$ cat src/rtl/host_mbox_pkg.sv
package host_mbox_pkg;
  localparam int unsigned LOC_AW = 3;

  localparam logic [LOC_AW-1:0] OFS_DIN  = 3'd0;
  localparam logic [LOC_AW-1:0] OFS_DOUT = 3'd1;
  localparam logic [LOC_AW-1:0] OFS_STAT = 3'd2;
  localparam logic [LOC_AW-1:0] OFS_CTRL = 3'd3;
  localparam logic [LOC_AW-1:0] OFS_CLR  = 3'd4;

  localparam int unsigned ST_OBF  = 0;
  localparam int unsigned ST_IBF  = 1;
  localparam int unsigned ST_BUSY = 2;
  localparam int unsigned ST_CMD  = 3;
  localparam int unsigned ST_EVLO = 4;
  localparam int unsigned EV_W    = 4;

  localparam int unsigned CT_IBFIE = 0;
  localparam int unsigned CT_OBEIE = 1;
  localparam int unsigned CT_MODE  = 2;
  localparam int unsigned CT_W     = 3;

  localparam int unsigned CL_OBF = 6;
  localparam int unsigned CL_IBF = 7;

  typedef struct packed {
    logic wr_data;
    logic wr_cmd;
    logic rd_data;
    logic rd_cmd;
  } host_acc_t;
endpackage

$ cat src/rtl/host_mbox_decode.sv
module host_mbox_decode
  import host_mbox_pkg::*;
#(
  parameter int unsigned ADDR_W     = 16,
  parameter logic [ADDR_W-1:0] BASE_ADDR = 16'h0062,
  parameter int unsigned CMD_OFFSET = 4
) (
  input  logic [ADDR_W-1:0] addr_i,
  input  logic              wr_i,
  input  logic              rd_i,
  output host_acc_t         acc_o
);
  localparam logic [ADDR_W-1:0] CMD_ADDR = BASE_ADDR + ADDR_W'(CMD_OFFSET);

  logic hit_data, hit_cmd;
  assign hit_data = (addr_i == BASE_ADDR);
  assign hit_cmd  = (addr_i == CMD_ADDR);

  always_comb begin
    acc_o.wr_data = wr_i & hit_data;
    acc_o.wr_cmd  = wr_i & hit_cmd;
    acc_o.rd_data = rd_i & hit_data;
    acc_o.rd_cmd  = rd_i & hit_cmd;
  end
endmodule

$ cat src/rtl/host_mbox_flags.sv
module host_mbox_flags #(
  parameter int unsigned DATA_W = 8
) (
  input  logic              clk_i,
  input  logic              rst_ni,
  input  logic              in_set_i,
  input  logic              in_is_cmd_i,
  input  logic [DATA_W-1:0] in_data_i,
  input  logic              in_clr_i,
  input  logic              out_set_i,
  input  logic              out_clr_i,
  output logic              in_full_o,
  output logic              out_full_o,
  output logic              cmd_tag_o,
  output logic [DATA_W-1:0] din_o
);
  // set has priority over clear on both flags
  always_ff @(posedge clk_i or negedge rst_ni) begin
    if (!rst_ni) begin
      in_full_o  <= 1'b0;
      out_full_o <= 1'b0;
      cmd_tag_o  <= 1'b0;
      din_o      <= '0;
    end else begin
      if (in_set_i) begin
        in_full_o <= 1'b1;
        cmd_tag_o <= in_is_cmd_i;
        din_o     <= in_data_i;
      end else if (in_clr_i) begin
        in_full_o <= 1'b0;
      end
      if (out_set_i)      out_full_o <= 1'b1;
      else if (out_clr_i) out_full_o <= 1'b0;
    end
  end
endmodule

$ cat src/rtl/host_mbox_regs.sv
module host_mbox_regs
  import host_mbox_pkg::*;
#(
  parameter int unsigned DATA_W = 8
) (
  input  logic              clk_i,
  input  logic              rst_ni,
  input  logic              wr_i,
  input  logic [LOC_AW-1:0] addr_i,
  input  logic [DATA_W-1:0] wdata_i,
  output logic [CT_W-1:0]   ctrl_o,
  output logic              busy_o,
  output logic [EV_W-1:0]   events_o,
  output logic [DATA_W-1:0] dout_o,
  output logic              dout_wr_o,
  output logic              clr_in_o,
  output logic              clr_out_o
);
  logic wr_ctrl, wr_stat, wr_clr;
  assign wr_ctrl   = wr_i && addr_i == OFS_CTRL;
  assign wr_stat   = wr_i && addr_i == OFS_STAT;
  assign wr_clr    = wr_i && addr_i == OFS_CLR;
  assign dout_wr_o = wr_i && addr_i == OFS_DOUT;
  assign clr_in_o  = wr_clr && wdata_i[CL_IBF];
  assign clr_out_o = wr_clr && wdata_i[CL_OBF];

  always_ff @(posedge clk_i or negedge rst_ni) begin
    if (!rst_ni) begin
      ctrl_o   <= '0;
      busy_o   <= 1'b0;
      events_o <= '0;
      dout_o   <= '0;
    end else begin
      if (wr_ctrl) ctrl_o <= wdata_i[CT_W-1:0];
      if (wr_stat) begin
        busy_o   <= wdata_i[ST_BUSY];
        events_o <= wdata_i[ST_EVLO +: EV_W];
      end
      if (dout_wr_o) dout_o <= wdata_i;
    end
  end
endmodule

$ cat src/rtl/host_mbox_chan.sv
module host_mbox_chan
  import host_mbox_pkg::*;
#(
  parameter int unsigned ADDR_W     = 16,
  parameter logic [ADDR_W-1:0] BASE_ADDR = 16'h0062,
  parameter int unsigned CMD_OFFSET = 4
) (
  input  logic              clk_i,
  input  logic              rst_ni,
  input  logic [ADDR_W-1:0] host_addr_i,
  input  logic              host_wr_i,
  input  logic              host_rd_i,
  input  logic [7:0]        host_wdata_i,
  output logic [7:0]        host_rdata_o,
  input  logic [2:0]        loc_addr_i,
  input  logic              loc_wr_i,
  input  logic              loc_rd_i,
  input  logic [7:0]        loc_wdata_i,
  output logic [7:0]        loc_rdata_o,
  output logic              irq_in_full_o,
  output logic              irq_out_empty_o
);
  localparam int unsigned DATA_W = 8;

  host_acc_t          acc;
  logic [CT_W-1:0]    ctrl;
  logic               busy, dout_wr, clr_in_req, clr_out_req;
  logic [EV_W-1:0]    events;
  logic [DATA_W-1:0]  dout, din, status;
  logic               in_full, out_full, cmd_tag;
  logic               strict_mode, in_clr, out_clr, din_read;

  host_mbox_decode #(
    .ADDR_W(ADDR_W), .BASE_ADDR(BASE_ADDR), .CMD_OFFSET(CMD_OFFSET)
  ) u_dec (
    .addr_i(host_addr_i), .wr_i(host_wr_i), .rd_i(host_rd_i), .acc_o(acc)
  );

  host_mbox_regs #(.DATA_W(DATA_W)) u_regs (
    .clk_i, .rst_ni,
    .wr_i(loc_wr_i), .addr_i(loc_addr_i), .wdata_i(loc_wdata_i),
    .ctrl_o(ctrl), .busy_o(busy), .events_o(events), .dout_o(dout),
    .dout_wr_o(dout_wr), .clr_in_o(clr_in_req), .clr_out_o(clr_out_req)
  );

  assign strict_mode = ctrl[CT_MODE];
  assign din_read    = loc_rd_i && loc_addr_i == OFS_DIN;
  assign in_clr      = clr_in_req || (din_read && !strict_mode);
  assign out_clr     = acc.rd_data || (clr_out_req && strict_mode);

  host_mbox_flags #(.DATA_W(DATA_W)) u_flags (
    .clk_i, .rst_ni,
    .in_set_i(acc.wr_data | acc.wr_cmd), .in_is_cmd_i(acc.wr_cmd),
    .in_data_i(host_wdata_i), .in_clr_i(in_clr),
    .out_set_i(dout_wr), .out_clr_i(out_clr),
    .in_full_o(in_full), .out_full_o(out_full), .cmd_tag_o(cmd_tag),
    .din_o(din)
  );

  always_comb begin
    status = '0;
    status[ST_OBF]  = out_full;
    status[ST_IBF]  = in_full;
    status[ST_BUSY] = busy;
    status[ST_CMD]  = cmd_tag;
    status[ST_EVLO +: EV_W] = events;
  end

  always_comb begin
    unique case (loc_addr_i)
      OFS_DIN:  loc_rdata_o = din;
      OFS_DOUT: loc_rdata_o = dout;
      OFS_STAT: loc_rdata_o = status;
      OFS_CTRL: loc_rdata_o = {{(DATA_W-CT_W){1'b0}}, ctrl};
      default:  loc_rdata_o = '0;
    endcase
  end

  always_comb begin
    if (host_addr_i == BASE_ADDR)
      host_rdata_o = dout;
    else if (host_addr_i == BASE_ADDR + ADDR_W'(CMD_OFFSET))
      host_rdata_o = status;
    else
      host_rdata_o = '0;
  end

  assign irq_in_full_o   = in_full & ctrl[CT_IBFIE];
  assign irq_out_empty_o = ~out_full & ctrl[CT_OBEIE];
endmodule

$ cat config.mk
export PLATFORM = sky130hd
export DESIGN_NAME = host_mbox_chan
export DESIGN_NICKNAME = d
export VERILOG_FILES = /design/src/rtl/host_mbox_pkg.sv /design/src/rtl/host_mbox_decode.sv /design/src/rtl/host_mbox_flags.sv /design/src/rtl/host_mbox_regs.sv /design/src/rtl/host_mbox_chan.sv
export SDC_FILE = /design/constraint.sdc
export NUM_CORES = 1
export LEC_CHECK = 0
export BUFFER_PORTS_ARGS = -buffer_cell sky130_fd_sc_hd__buf_2
export CAP_MARGIN = 20
export CORE_MARGIN = 2
export CORE_UTILIZATION = 50
export CTS_CLUSTER_DIAMETER = 60
export DETAILED_ROUTE_END_ITERATION = 10
export HOLD_SLACK_MARGIN = 0.03
export PLACE_DENSITY_LB_ADDON = 0.3
export SYNTH_ARGS = -nofsm -noshare
export SYNTH_HDL_FRONTEND = slang
export SYNTH_HIERARCHICAL = 1
export SYNTH_SLANG_ARGS = --single-unit
$ cat constraint.sdc
create_clock -name clk_i -period 1.3 [get_ports clk_i]
set_input_delay 0.13 -clock clk_i [delete_from_list [all_inputs] [get_ports clk_i]]
set_output_delay 0.13 -clock clk_i [all_outputs]
set_load 0.02 [all_outputs]
Word level (Yosys, flattened, before mapping)
Cells that the tools add are included.

storage, ports and cells
  register bits = 27
  input port bits = 41

operators by class
  multiplexer cells = 7
  reduce and logical (&&, ||, !) cells = 15
  equality and inequality tests = 6
  bitwise logic cells = 7

operators by type and width
  cell                   count
  $eq A16 B7 Y1 const B  2
  $pmux W8 S4            1
  $mux W8                2
  $logic_and A1 B1 Y1    9
  $eq A3 B2 Y1 const B   2
  $and A1 B1 Y1          5
  $mux W1                4
  $reduce_bool A2 Y1     2
  $eq A3 B1 Y1 const B   1
  $eq A3 B3 Y1 const B   1
  $logic_not A3 Y1       1
  $logic_or A1 B1 Y1     2
  $logic_not A1 Y1       1
  $not A1 Y1             1
  $or A1 B1 Y1           1

Logic depth before layout (Yosys ltp)
  word-level depth = 7
  mapped depth = 6
  depth with buffers taken out = 6

Modules after synthesis
The synthesis kept the hierarchy.

modules (own cells, without submodules)
  module            sequential area each (sq um)  cells each  times used  area an instance (sq um)
  host_mbox_regs    400.4                         39          1           678.2
  host_mbox_chan    0.0                           58          1           469.2
  host_mbox_flags   275.3                         25          1           445.4
  host_mbox_decode  0.0                           11          1           106.4

Worst setup path before layout
OpenSTA, ideal clock, no wires.

  kind = in2reg
  start = input port host_addr_i[8]
  end = register u_flags.cmd_tag_o
  setup time = 0.125 ns
  stages on the path = 6
  buffers on the path = 1
  data required time = 1.175 ns
  path slack = -0.121 ns
  arrival time = 1.296 ns
  cells stage by stage = nor4_2 nand4_2 nor3b_2 or2_2 buf_6 mux2_4

RTL lines
  item                    line                   text
  start: declaration      host_mbox_chan.sv:10   input logic [ADDR_W-1:0] host_addr_i,
  end signal: assignment  host_mbox_flags.sv:27  cmd_tag_o <= in_is_cmd_i;
  end: declaration        host_mbox_flags.sv:14  output logic cmd_tag_o,

Final worst setup path
  start = register u_regs.ctrl_o[0]
  end = output port loc_rdata_o[0]

on the way
  word-level cells in the longest chain between the ends = 1

RTL lines
  item                      line                  text
  start: declaration        host_mbox_regs.sv:11  output logic [CT_W-1:0] ctrl_o,
  start signal: assignment  host_mbox_regs.sv:34  if (wr_ctrl) ctrl_o <= wdata_i[CT_W-1:0];
  $pmux W8 S4               host_mbox_chan.sv:70  unique case (loc_addr_i)
  end: declaration          host_mbox_chan.sv:19  output logic [7:0] loc_rdata_o,

No other way between the ends.

==> results.sh <==
export IMPL_rsz0062_at_grt="true"
export IMPL_coreArea_um2=3280
export IMPL_endpoint_kind="output port"
export IMPL_grt_pass1_vias=1674
export IMPL_antenna_left=0
export IMPL_switchingPower_mw=0.716
export IMPL_dp_hpwl_um=3190
export IMPL_worstMarginPinSlew_ns=0.624
export IMPL_wirelength_um=5230
export IMPL_seq_power_share=0.453
export IMPL_cap_violations=0
export IMPL_clkTransAtPathRegs_ns=0.14
export IMPL_dp_cells=249
export IMPL_clock_fmax_mhz=611
export IMPL_fin_skew_ns=0.000532
export IMPL_final_hold_violation_count=0
export IMPL_instances_no_fill=282
export IMPL_power_frac_comb=0.388
export IMPL_critPathKind="reg2out"
export IMPL_regArea_um2=676
export IMPL_h_tree_depth=1
export IMPL_outcome="finished with violations"
export IMPL_worstPathMaxFanout=3
export IMPL_dieHeight_um=62.2
export IMPL_pin_count=59
export IMPL_cts_tree="built"
export IMPL_antenna_found_initial=0
export IMPL_design_area_um2=2760
export IMPL_drt_iter0_markers=54
export IMPL_syn_instance_count=131
export IMPL_final_common_cell="buf_2"
export IMPL_p_leak_nw=1.27
export IMPL_final_cell_mix="38 x buf_2, 27 x dfrtp_1, 26 x buf_6, 26 x buf_4, 17 x mux2_4"
export IMPL_antennaDiodeCount=0
export IMPL_yosysWarningCount=6
export IMPL_num_vias=1515
export IMPL_final_nets=278
export IMPL_switching_share=0.305
export IMPL_drive_gt1_frac=0.674
export IMPL_cts_root_buf="clkbuf_4"
export IMPL_port_buffer_count=58
export IMPL_finalSetupViolCount=19
export IMPL_setup_ws_ns=-0.336
export IMPL_required_ns=1.17
export IMPL_startpoint_type="flop"
export IMPL_syn_cell_area_um2=1690
export IMPL_place_congestion=0.915
export IMPL_reg2reg_setup_slack_ns=-0.01
export IMPL_die_area_um2=3860
export IMPL_grt_first_pass_wirelength_um=8070
export IMPL_first_pass_iters=4
export IMPL_place_area_um2=2150
export IMPL_internal_power_mw=1.63
export IMPL_start_util=0.515
export IMPL_period_share=1.26
export IMPL_ir_drop_v=0.000718
export IMPL_pwr_share_clk=0.159
export IMPL_cts_made_buffers=3
export IMPL_cp_arrival_ns=1.51
export IMPL_multiInputGateArea_um2=1140
export IMPL_grt_overflow=0
export IMPL_pwr_density_cell_nw_per_um2=851
export IMPL_power_total_mw=2.35
export IMPL_area_growth_pct=62.9
export IMPL_final_core_util=0.839
export IMPL_num_fill_cells=163
export IMPL_grt_max_degree=28
export IMPL_drc=0
export IMPL_via_per_inst=5.37
export IMPL_max_slew_margin=0.584
export IMPL_wl_per_cell_um=18.6
export IMPL_grtUsageTotal=0.270
export IMPL_violations="setup timing"
export IMPL_clock_latency_ns=0.33
export IMPL_clock_path_buffers=2
export IMPL_num_rows=21
export IMPL_worstHoldPathType="in2reg"
export IMPL_avgSynthCellArea_um2=12.9
export IMPL_fp_dieW_um=62.2
export IMPL_syn_num_nets=172
export IMPL_cts_sinks=27
export IMPL_slew_viol_final=0
export IMPL_post_route_min_period_ns=1.64
## area by class of cell
type	count	share of cell area
Timing Repair Buffer	106	0.310
Inverter	2	0.00272
Clock buffer	4	0.00953
Sequential cell	27	0.245
Multi-Input combinational cell	97	0.412
Tap cell	46	0.0209
## power by group through the flow
stage / clock, mW / sequential [mW] / combinational, mW
2_1_floorplan: 0 / 1.04 / 0.344
3_3_place_gp: 0 / 1.05 / 0.536
3_5_place_dp: 0 / 1.06 / 0.550
4_1_cts: 0.380 / 1.05 / 0.844
5_1_grt: 0.415 / 1.07 / 0.957
6_report: 0.373 / 1.06 / 0.910
## routing by layer
layer  wire length [µm]  up-vias  track usage  part of all wire
li1                   -      689            -                 -
met3                252       12       0.0435             0.048
met2               2710       66        0.482              0.52
met1               2140      748        0.323              0.41
met4                131        0        0.114             0.025
met5                  0        -            0                 0
## registers in the layout, summed over array words and instances, names as in the netlist
signal and count:
u_regs/busy_o 1, u_regs/ctrl_o 3, u_flags/din_o 8, u_regs/events_o 4, u_regs/dout_o 8, u_flags/cmd_tag_o 1
u_flags/out_full_o 1, u_flags/in_full_o 1
## critical path, stage by stage, from the launching register on
cell,delay (ns)
dfrtp_1,0.43
mux4_2,0.48
nor2b_4,0.14
buf_6,0.12
## stage by stage
| step | setup WS [ns] | setup TNS [ns] | hold WS, ns |
|---|---|---|---|
| 2_1_floorplan | -0.0904 | -0.813 | -0.166 |
| 3_3_place_gp | -0.337 | -3.40 | 0.176 |
| 6_report | -0.336 | -2.32 | 0.0368 |
| 5_1_grt | -0.382 | -3.21 | 0.0279 |
| 4_1_cts | -0.336 | -1.93 | 0.0300 |
| 3_5_place_dp | -0.411 | -4.96 | 0.175 |
## path summary, 6_finish.rpt
| path | startpoint | end | depth (start not counted) |
|---|---|---|---|
| max | u_regs/ctrl_o[0] | loc_rdata_o[0] | 3 |
| min | loc_wdata_i[0] | u_regs/dout_o[0] | 2 |
| max reg2reg | u_regs/ctrl_o[2] | u_flags/in_full_o | 5 |
| min reg2reg | u_flags/din_o[2] | u_flags/din_o[2] | 1 |
| max in group asynchronous | rst_ni | u_regs/ctrl_o[0] | 2 |
| min in group asynchronous | rst_ni | u_flags/din_o[3] | 2 |
## repair_timing
| action | CTS | global route |
|---|---|---|
| hold endpoints to repair | 36 | 5 |
| hold buffers | 10 | 4 |
| endpoints found under the setup margin | 25 | 28 |
| pin swaps | 10 | 11 |
| cloned | 0 | 1 |
| buffers inserted | 12 | 7 |
| resized for setup | 72 | 17 |
Note: power is estimated with default switching activity, not from simulation.
